## src/rtl/vstruct_pkg.sv

```systemverilog
package vstruct_pkg;

  typedef enum logic [1:0] {
    SQ_IDLE = 2'd0,
    SQ_RUN  = 2'd1,
    SQ_DONE = 2'd2
  } seq_state_t;

endpackage

```

## src/rtl/vstruct_decode.sv

```systemverilog
// Legality check and loop limits for one command.
module vstruct_decode #(
  parameter int MAX_STRUCT = 4,
  parameter int VREG_BITS  = 128,
  parameter int STR_W      = 3,
  parameter int LANE_W     = 4
) (
  input  logic [STR_W-1:0]  elems,
  input  logic [STR_W-1:0]  regs,
  input  logic [1:0]        size,
  input  logic              full,
  output logic              legal,
  output logic [STR_W-1:0]  rpt_m1,
  output logic [STR_W-1:0]  selem_m1,
  output logic [LANE_W-1:0] lanes_m1
);
  localparam int HALF_LANES = VREG_BITS / 16;

  logic              in_range;
  logic [LANE_W:0]   lane_cnt;

  always_comb begin
    in_range = (elems != '0) && (regs != '0) &&
               (int'(elems) <= MAX_STRUCT) && (int'(regs) <= MAX_STRUCT);
    legal    = in_range && ((elems == regs) || (elems == STR_W'(1)));
    selem_m1 = elems - STR_W'(1);
    rpt_m1   = (elems == regs) ? '0 : (regs - STR_W'(1));
    lane_cnt = (LANE_W+1)'(HALF_LANES) >> size;
    if (full) lane_cnt = lane_cnt << 1;
    lanes_m1 = LANE_W'(lane_cnt - (LANE_W+1)'(1));
  end

endmodule

```

## src/rtl/vstruct_nest_ctr.sv

```systemverilog
// Three nested counters: repeat (outer), lane, element (inner).
module vstruct_nest_ctr #(
  parameter int STR_W  = 3,
  parameter int LANE_W = 4
) (
  input  logic              clk,
  input  logic              rst,
  input  logic              load,
  input  logic              step,
  input  logic [STR_W-1:0]  rpt_m1,
  input  logic [STR_W-1:0]  selem_m1,
  input  logic [LANE_W-1:0] lanes_m1,
  output logic [STR_W-1:0]  i_nxt,
  output logic [LANE_W-1:0] j_nxt,
  output logic [STR_W-1:0]  k_nxt,
  output logic              last
);
  logic [STR_W-1:0]  i_q, k_q, rpt_q, selem_q;
  logic [LANE_W-1:0] j_q, lanes_q;

  always_comb begin
    i_nxt = i_q;
    j_nxt = j_q;
    k_nxt = k_q;
    if (k_q == selem_q) begin
      k_nxt = '0;
      if (j_q == lanes_q) begin
        j_nxt = '0;
        i_nxt = i_q + STR_W'(1);
      end else begin
        j_nxt = j_q + LANE_W'(1);
      end
    end else begin
      k_nxt = k_q + STR_W'(1);
    end
    last = (k_q == selem_q) && (j_q == lanes_q) && (i_q == rpt_q);
  end

  always_ff @(posedge clk) begin
    if (rst) begin
      i_q     <= '0;
      j_q     <= '0;
      k_q     <= '0;
      rpt_q   <= '0;
      selem_q <= '0;
      lanes_q <= '0;
    end else if (load) begin
      i_q     <= '0;
      j_q     <= '0;
      k_q     <= '0;
      rpt_q   <= rpt_m1;
      selem_q <= selem_m1;
      lanes_q <= lanes_m1;
    end else if (step) begin
      i_q <= i_nxt;
      j_q <= j_nxt;
      k_q <= k_nxt;
    end
  end


  ctr_bound_chk: assert property (@(posedge clk) disable iff (rst)
    (i_q <= rpt_q) && (j_q <= lanes_q) && (k_q <= selem_q));


  no_step_past_end_chk: assert property (@(posedge clk) disable iff (rst)
    (step && !load) |-> !last);

endmodule

```

## src/rtl/vstruct_beat_gen.sv

```systemverilog
// Registered per-beat address, register index and lane.
module vstruct_beat_gen #(
  parameter int ADDR_W = 32,
  parameter int REG_W  = 5,
  parameter int STR_W  = 3,
  parameter int LANE_W = 4
) (
  input  logic              clk,
  input  logic              rst,
  input  logic              load,
  input  logic              step,
  input  logic [ADDR_W-1:0] base,
  input  logic [REG_W-1:0]  first_reg,
  input  logic [1:0]        size,
  input  logic [STR_W-1:0]  i_nxt,
  input  logic [LANE_W-1:0] j_nxt,
  input  logic [STR_W-1:0]  k_nxt,
  output logic [ADDR_W-1:0] addr,
  output logic [REG_W-1:0]  vreg,
  output logic [LANE_W-1:0] lane,
  output logic [1:0]        size_q
);
  logic [REG_W-1:0]  first_q;
  logic [ADDR_W-1:0] stride;

  assign stride = ADDR_W'(1) << size_q;

  always_ff @(posedge clk) begin
    if (rst) begin
      addr    <= '0;
      vreg    <= '0;
      lane    <= '0;
      size_q  <= '0;
      first_q <= '0;
    end else if (load) begin
      addr    <= base;
      vreg    <= first_reg;
      lane    <= '0;
      size_q  <= size;
      first_q <= first_reg;
    end else if (step) begin
      addr <= addr + stride;
      vreg <= first_q + REG_W'(i_nxt) + REG_W'(k_nxt);
      lane <= j_nxt;
    end
  end


  load_start_chk: assert property (@(posedge clk) disable iff (rst)
    load |=> (addr == $past(base)) && (lane == '0) && (vreg == $past(first_reg)));


  hold_idle_chk: assert property (@(posedge clk) disable iff (rst)
    (!load && !step) |=> $stable(addr) && $stable(vreg) && $stable(lane));

endmodule

```

## src/rtl/vstruct_seq.sv

```systemverilog
// Top: command intake, run control and access stream outputs.
module vstruct_seq
  import vstruct_pkg::*;
#(
  parameter int ADDR_W     = 32,
  parameter int NUM_VREGS  = 32,
  parameter int VREG_BITS  = 128,
  parameter int MAX_STRUCT = 4,
  localparam int REG_W     = $clog2(NUM_VREGS),
  localparam int STR_W     = $clog2(MAX_STRUCT + 1),
  localparam int LANE_W    = $clog2(VREG_BITS / 8)
) (
  input  logic              clk,
  input  logic              rst,
  input  logic              cmd_valid,
  output logic              cmd_ready,
  input  logic              cmd_store,
  input  logic [STR_W-1:0]  cmd_elems,
  input  logic [STR_W-1:0]  cmd_regs,
  input  logic [1:0]        cmd_size,
  input  logic              cmd_full,
  input  logic [REG_W-1:0]  cmd_first_reg,
  input  logic [ADDR_W-1:0] cmd_base,
  output logic              cmd_err,
  output logic              acc_valid,
  input  logic              acc_ready,
  output logic              acc_write,
  output logic [1:0]        acc_size,
  output logic [ADDR_W-1:0] acc_addr,
  output logic [REG_W-1:0]  acc_reg,
  output logic [LANE_W-1:0] acc_lane,
  output logic              seq_done
);
  seq_state_t        state_q;
  logic              legal, accept, load, fire, step, last;
  logic              err_q, write_q;
  logic [STR_W-1:0]  rpt_m1, selem_m1, i_nxt, k_nxt;
  logic [LANE_W-1:0] lanes_m1, j_nxt;

  vstruct_decode #(
    .MAX_STRUCT(MAX_STRUCT), .VREG_BITS(VREG_BITS), .STR_W(STR_W), .LANE_W(LANE_W)
  ) u_decode (
    .elems(cmd_elems), .regs(cmd_regs), .size(cmd_size), .full(cmd_full),
    .legal(legal), .rpt_m1(rpt_m1), .selem_m1(selem_m1), .lanes_m1(lanes_m1)
  );

  vstruct_nest_ctr #(.STR_W(STR_W), .LANE_W(LANE_W)) u_ctr (
    .clk(clk), .rst(rst), .load(load), .step(step),
    .rpt_m1(rpt_m1), .selem_m1(selem_m1), .lanes_m1(lanes_m1),
    .i_nxt(i_nxt), .j_nxt(j_nxt), .k_nxt(k_nxt), .last(last)
  );

  vstruct_beat_gen #(
    .ADDR_W(ADDR_W), .REG_W(REG_W), .STR_W(STR_W), .LANE_W(LANE_W)
  ) u_beat (
    .clk(clk), .rst(rst), .load(load), .step(step),
    .base(cmd_base), .first_reg(cmd_first_reg), .size(cmd_size),
    .i_nxt(i_nxt), .j_nxt(j_nxt), .k_nxt(k_nxt),
    .addr(acc_addr), .vreg(acc_reg), .lane(acc_lane), .size_q(acc_size)
  );

  assign cmd_ready = (state_q == SQ_IDLE);
  assign acc_valid = (state_q == SQ_RUN);
  assign seq_done  = (state_q == SQ_DONE);
  assign cmd_err   = err_q;
  assign acc_write = write_q;

  assign accept = cmd_valid && cmd_ready;
  assign load   = accept && legal;
  assign fire   = acc_valid && acc_ready;
  assign step   = fire && !last;

  always_ff @(posedge clk) begin
    if (rst) begin
      state_q <= SQ_IDLE;
      err_q   <= 1'b0;
      write_q <= 1'b0;
    end else begin
      err_q <= accept && !legal;
      unique case (state_q)
        SQ_IDLE: if (load) begin
          state_q <= SQ_RUN;
          write_q <= cmd_store;
        end
        SQ_RUN:  if (fire && last) state_q <= SQ_DONE;
        SQ_DONE: state_q <= SQ_IDLE;
        default: state_q <= SQ_IDLE;
      endcase
    end
  end


  addr_contig_chk: assert property (@(posedge clk) disable iff (rst)
    fire |=> !acc_valid || (acc_addr == $past(acc_addr) + (ADDR_W'(1) << acc_size)));


  stall_hold_chk: assert property (@(posedge clk) disable iff (rst)
    (acc_valid && !acc_ready) |=> acc_valid && $stable(acc_addr) && $stable(acc_reg)
      && $stable(acc_lane) && $stable(acc_size) && $stable(acc_write));


  done_pulse_chk: assert property (@(posedge clk) disable iff (rst)
    seq_done |=> !seq_done && cmd_ready);


  done_follows_fire_chk: assert property (@(posedge clk) disable iff (rst)
    $rose(seq_done) |-> $past(fire) && !acc_valid);


  err_no_access_chk: assert property (@(posedge clk) disable iff (rst)
    cmd_err |-> !acc_valid && cmd_ready && !$past(acc_valid));


  busy_no_err_chk: assert property (@(posedge clk) disable iff (rst)
    !cmd_ready |=> !cmd_err);


  state_onehot_chk: assert property (@(posedge clk) disable iff (rst)
    $onehot0({cmd_ready, acc_valid, seq_done}) && (cmd_ready || acc_valid || seq_done));

endmodule

```

## config.mk

```make
export PLATFORM = sky130hd
export DESIGN_NAME = vstruct_seq
export DESIGN_NICKNAME = d
export VERILOG_FILES = /design/src/rtl/vstruct_pkg.sv /design/src/rtl/vstruct_decode.sv /design/src/rtl/vstruct_nest_ctr.sv /design/src/rtl/vstruct_beat_gen.sv /design/src/rtl/vstruct_seq.sv
export SDC_FILE = /design/constraint.sdc
export NUM_CORES = 1
export LEC_CHECK = 0
export BUFFER_PORTS_ARGS = -buffer_cell sky130_fd_sc_hd__buf_2
export CAP_MARGIN = 20
export CORE_MARGIN = 5
export CORE_UTILIZATION = 50
export DETAILED_ROUTE_END_ITERATION = 16
export MAX_ROUTING_LAYER = met4
export PLACE_DENSITY = 0.72
export RECOVER_POWER = 50
export REMOVE_ABC_BUFFERS = 1
export SLEW_MARGIN = 20
export SYNTH_ARGS = -nofsm -noshare
export SYNTH_HDL_FRONTEND = slang
export SYNTH_SLANG_ARGS = --single-unit
```

## constraint.sdc

```tcl
create_clock -name clk -period 5.3 [get_ports clk]
set_input_delay 1.06 -clock clk [delete_from_list [all_inputs] [get_ports clk]]
set_output_delay 1.06 -clock clk [all_outputs]
set_load 0.05 [all_outputs]
```

==> results.md <==
- Die Ht: 99.17 microns
- Die area: roughly 0.0098 sq mm
- Nets: 638
- Clock slew at reported path FFs: ~0.07 ns
- Initial antenna violation count: 0
- Min-Delay Path Class: flip-flop to flip-flop
- Post-Synthesis Cells: just under 500
- Remaining DRCs: 0
- Register area share after synthesis: 0.3425
- Num CTS Buffers: 9
- Synth cell types: 51
- Worst vdd ir: ~0.11 mV
- PD cells: approximately 240 mW/mm^2
- Crit-path most repeated cell: clkbuf_1
- Post_cts resized: 0
- Initial Utilization: 0.5144
- Share of cells above drive strength 1: 0.1316
- Max stage delay on crit path: roughly 1 ns
- Drt pass-1 iters: 4
- Setup Buffers After CTS: 0
- Routed WL: approximately 11 mm
- Ys Warns: 0
- Post-synth ARST share: 0
- Post-layout total power: roughly 1.1 mW
- Core Area: 0.007727 sq mm
- EDFF count, synth: 0
- Unrepaired setup endpoints after global routing: false
- # setup viols final: 0
- P_leak: 1.654 nW
- Top cell type's share of synthesized area: 0.3425
- F_max: 0.2849 GHz
- Crit path kind: input port to flip-flop
- Via Count: a little under 4000
- Critical Path AT: roughly 3.7 ns
- Crit-path cells: clkbuf_1 > clkbuf_1 > nor2_1 > a22o_1
- Nature of the critical path endpoint: flip-flop
- Leading post-synthesis cells by cell area: dfxtp_1 34%, a311oi_1 5.5%, xnor2_1 5.3%
- CTS tree: yes
- CTS Buffer Depth: 2
- First-pass GRT wire length: 17.62 mm
- PortBufs: ~100
- DRT iter0 DRCs: ~190
- Status: complete, no violations
- Commonest non-fill, non-tap cell in the layout: dfxtp_1
- Setup TNS: 0 ns
- Row count: 32
- Routed wire length per instance: 15.78 microns
- Mean Syn Cell Area: 8.230 sq um
- Area leader, netlist: dfxtp_1
- Slowest CP cell: clkbuf_1
- Post-route ant nets: 0
- Worst-path fanout max: 29
- Period Utilization, post-route: 0.6622
- Most frequent cells in the layout: 68 x dfxtp_1, 51 x clkbuf_1, 49 x nor2_1, 49 x buf_2, 45 x nand2_1
- Die W: between 90 and 100 microns
- Via/cell ratio: ~5.8
- Final hold violations: 0
- I/O Pins: approximately 100
- WP data required: 5.53 ns
- CTS sink count: 68
- All-Layer GR Usage: 0.2232
- Ys flop type: dfxtp_1
- Max cap viols: 0
- Number of synthesized register bits: 68
- Max-slew violations: 0
- Layout area overhead: 16.05%
- Number of H-tree levels: 3
- # diodes: 0
- Tightest Pin Transition: around 1.3 ns
- DP Wirelength: 7.681 mm
- Total congestion overflow: 0
- Max-slew headroom: 0.1258
- Root buffer cell: clkbuf_8
- Hold Buf Count CTS: 0
- Minimum clock period: between 3 and 4 ns
- Largest net degree at the start of global routing: 45
- GP Congestion: 0.8709
- Worst Skew: approximately 0.0073 ns
- Clk Latency, worst-skew pair: between 0.3 and 0.4 ns
- Startpoint Class: input port
- Vias in the first global route: 3781
- Post-Syn Area: just under 0.004 sq mm
area by class of cell:
class	count	area, sq um
Fill cell	758	3114
Inverter	21	78.83
Sequential cell	68	1361
Tap cell	102	127.6
Multi-Input combinational cell	364	2402
Clock buffer	14	182.7
Timing Repair Buffer	102	455.4
Clock inverter	1	5.005
per-stage QoR:
| step | hold slack (ns) | instances | utilization | area, sq um | setup WS, ns |
|---|---|---|---|---|---|
| finish | 0.4617 | 672 | 0.5970 | 4613 | 1.791 |
| global route | 0.4842 | 672 | 0.5970 | 4613 | 1.454 |
| CTS | 0.4650 | 672 | 0.6054 | 4678 | 1.871 |
| detailed placement | 0.4555 | 657 | 0.5811 | 4491 | 1.712 |
| global placement | 0.4520 | 657 | 0.5811 | 4491 | 1.858 |
| floorplan | 0.4303 | 453 | - | 3840 | 1.944 |
cell usage after synthesis, types with 2 or more instances:
library cell and number:
o2bb2ai_1 3, clkbuf_1 20, nand3_1 14, a22o_1 3
dfxtp_1 68, xor2_1 4, buf_1 2, xnor2_1 24
or2_2 3, buf_2 6, a211oi_1 7, nor4_1 11
nand2b_1 4, o31a_1 2, nand4_1 11, nor2_1 50
and4_1 3, o21ai_0 15, nand3b_1 7, ha_1 16
fa_1 5, or4_1 15, or3_1 9, inv_1 21
mux2_2 2, nor3_1 14, and2_1 5, nand2_1 45
o21a_1 4, a21oi_1 20, o21bai_1 2, buf_6 2
a31oi_1 3, a311oi_1 25, o22ai_1 4, a21o_1 2
o31ai_1 13, nor2b_1 5, a31o_2 2
critical path, delay by kind of cell:
kind                   cells  cell delay, ns
and+or+nand+nor            1            0.39
AOI/OAI and AO/OA          1            0.35
buffers and inverters      2            1.93
cell families after synthesis:
| family | after synthesis | synth area share |
|---|---|---|
| AOI/OAI and AO/OA | 113 | 0.2037 |
| xor gates and xnor gates | 28 | 0.06169 |
| adders and majority gates | 21 | 0.07554 |
| buffers and inverters | 51 | 0.05383 |
| DFF | 68 | 0.3425 |
| muxes | 2 | 0.005665 |
| and+or+nand+nor | 200 | 0.2572 |
power by group:
group	leakage (nW)	switching [mW]	internal (mW)	total, mW
Clock	0.0986	0.192	0.218	0.410
Sequential	0.549	0.0130	0.523	0.537
Combinational	1.01	0.105	0.0487	0.154
registers in the layout (all words and copies together), names as in the netlist:
register,cells
u_ctr.i_q,3
u_ctr.j_q,4
cmd_err,1
u_ctr.k_q,3
u_beat.vreg,5
u_ctr.rpt_q,3
state_q,2
u_ctr.selem_q,3
acc_write,1
u_beat.addr,32
u_beat.size_q,2
u_ctr.lanes_q,4
u_beat.first_q,5
final timing paths:
kind / start / to / slack [ns] / cells after the start
max: rst / u_ctr.selem_q[2]$_SDFFE_PP0P_ / 1.79 / 4
min: u_beat.first_q[0]$_SDFFE_PP0P_ / u_beat.first_q[0]$_SDFFE_PP0P_ / 0.46 / 2
max reg2reg: u_ctr.k_q[0]$_SDFFE_PP0P_ / u_beat.vreg[3]$_SDFFE_PP0P_ / 1.88 / 11
min reg2reg: u_beat.first_q[0]$_SDFFE_PP0P_ / u_beat.first_q[0]$_SDFFE_PP0P_ / 0.46 / 2
routing by layer:
| metal | track usage | part of all wire | vias up |
|---|---|---|---|
| met2 | 0.3667 | 0.49 | 133 |
| li1 | - | - | 1941 |
| met3 | 0.04698 | 0.065 | 11 |
| met1 | 0.2772 | 0.44 | 1807 |
| met4 | 0.06513 | 0.0093 | 0 |
| met5 | - | 0 | - |
(Power assumes the default switching activity.)
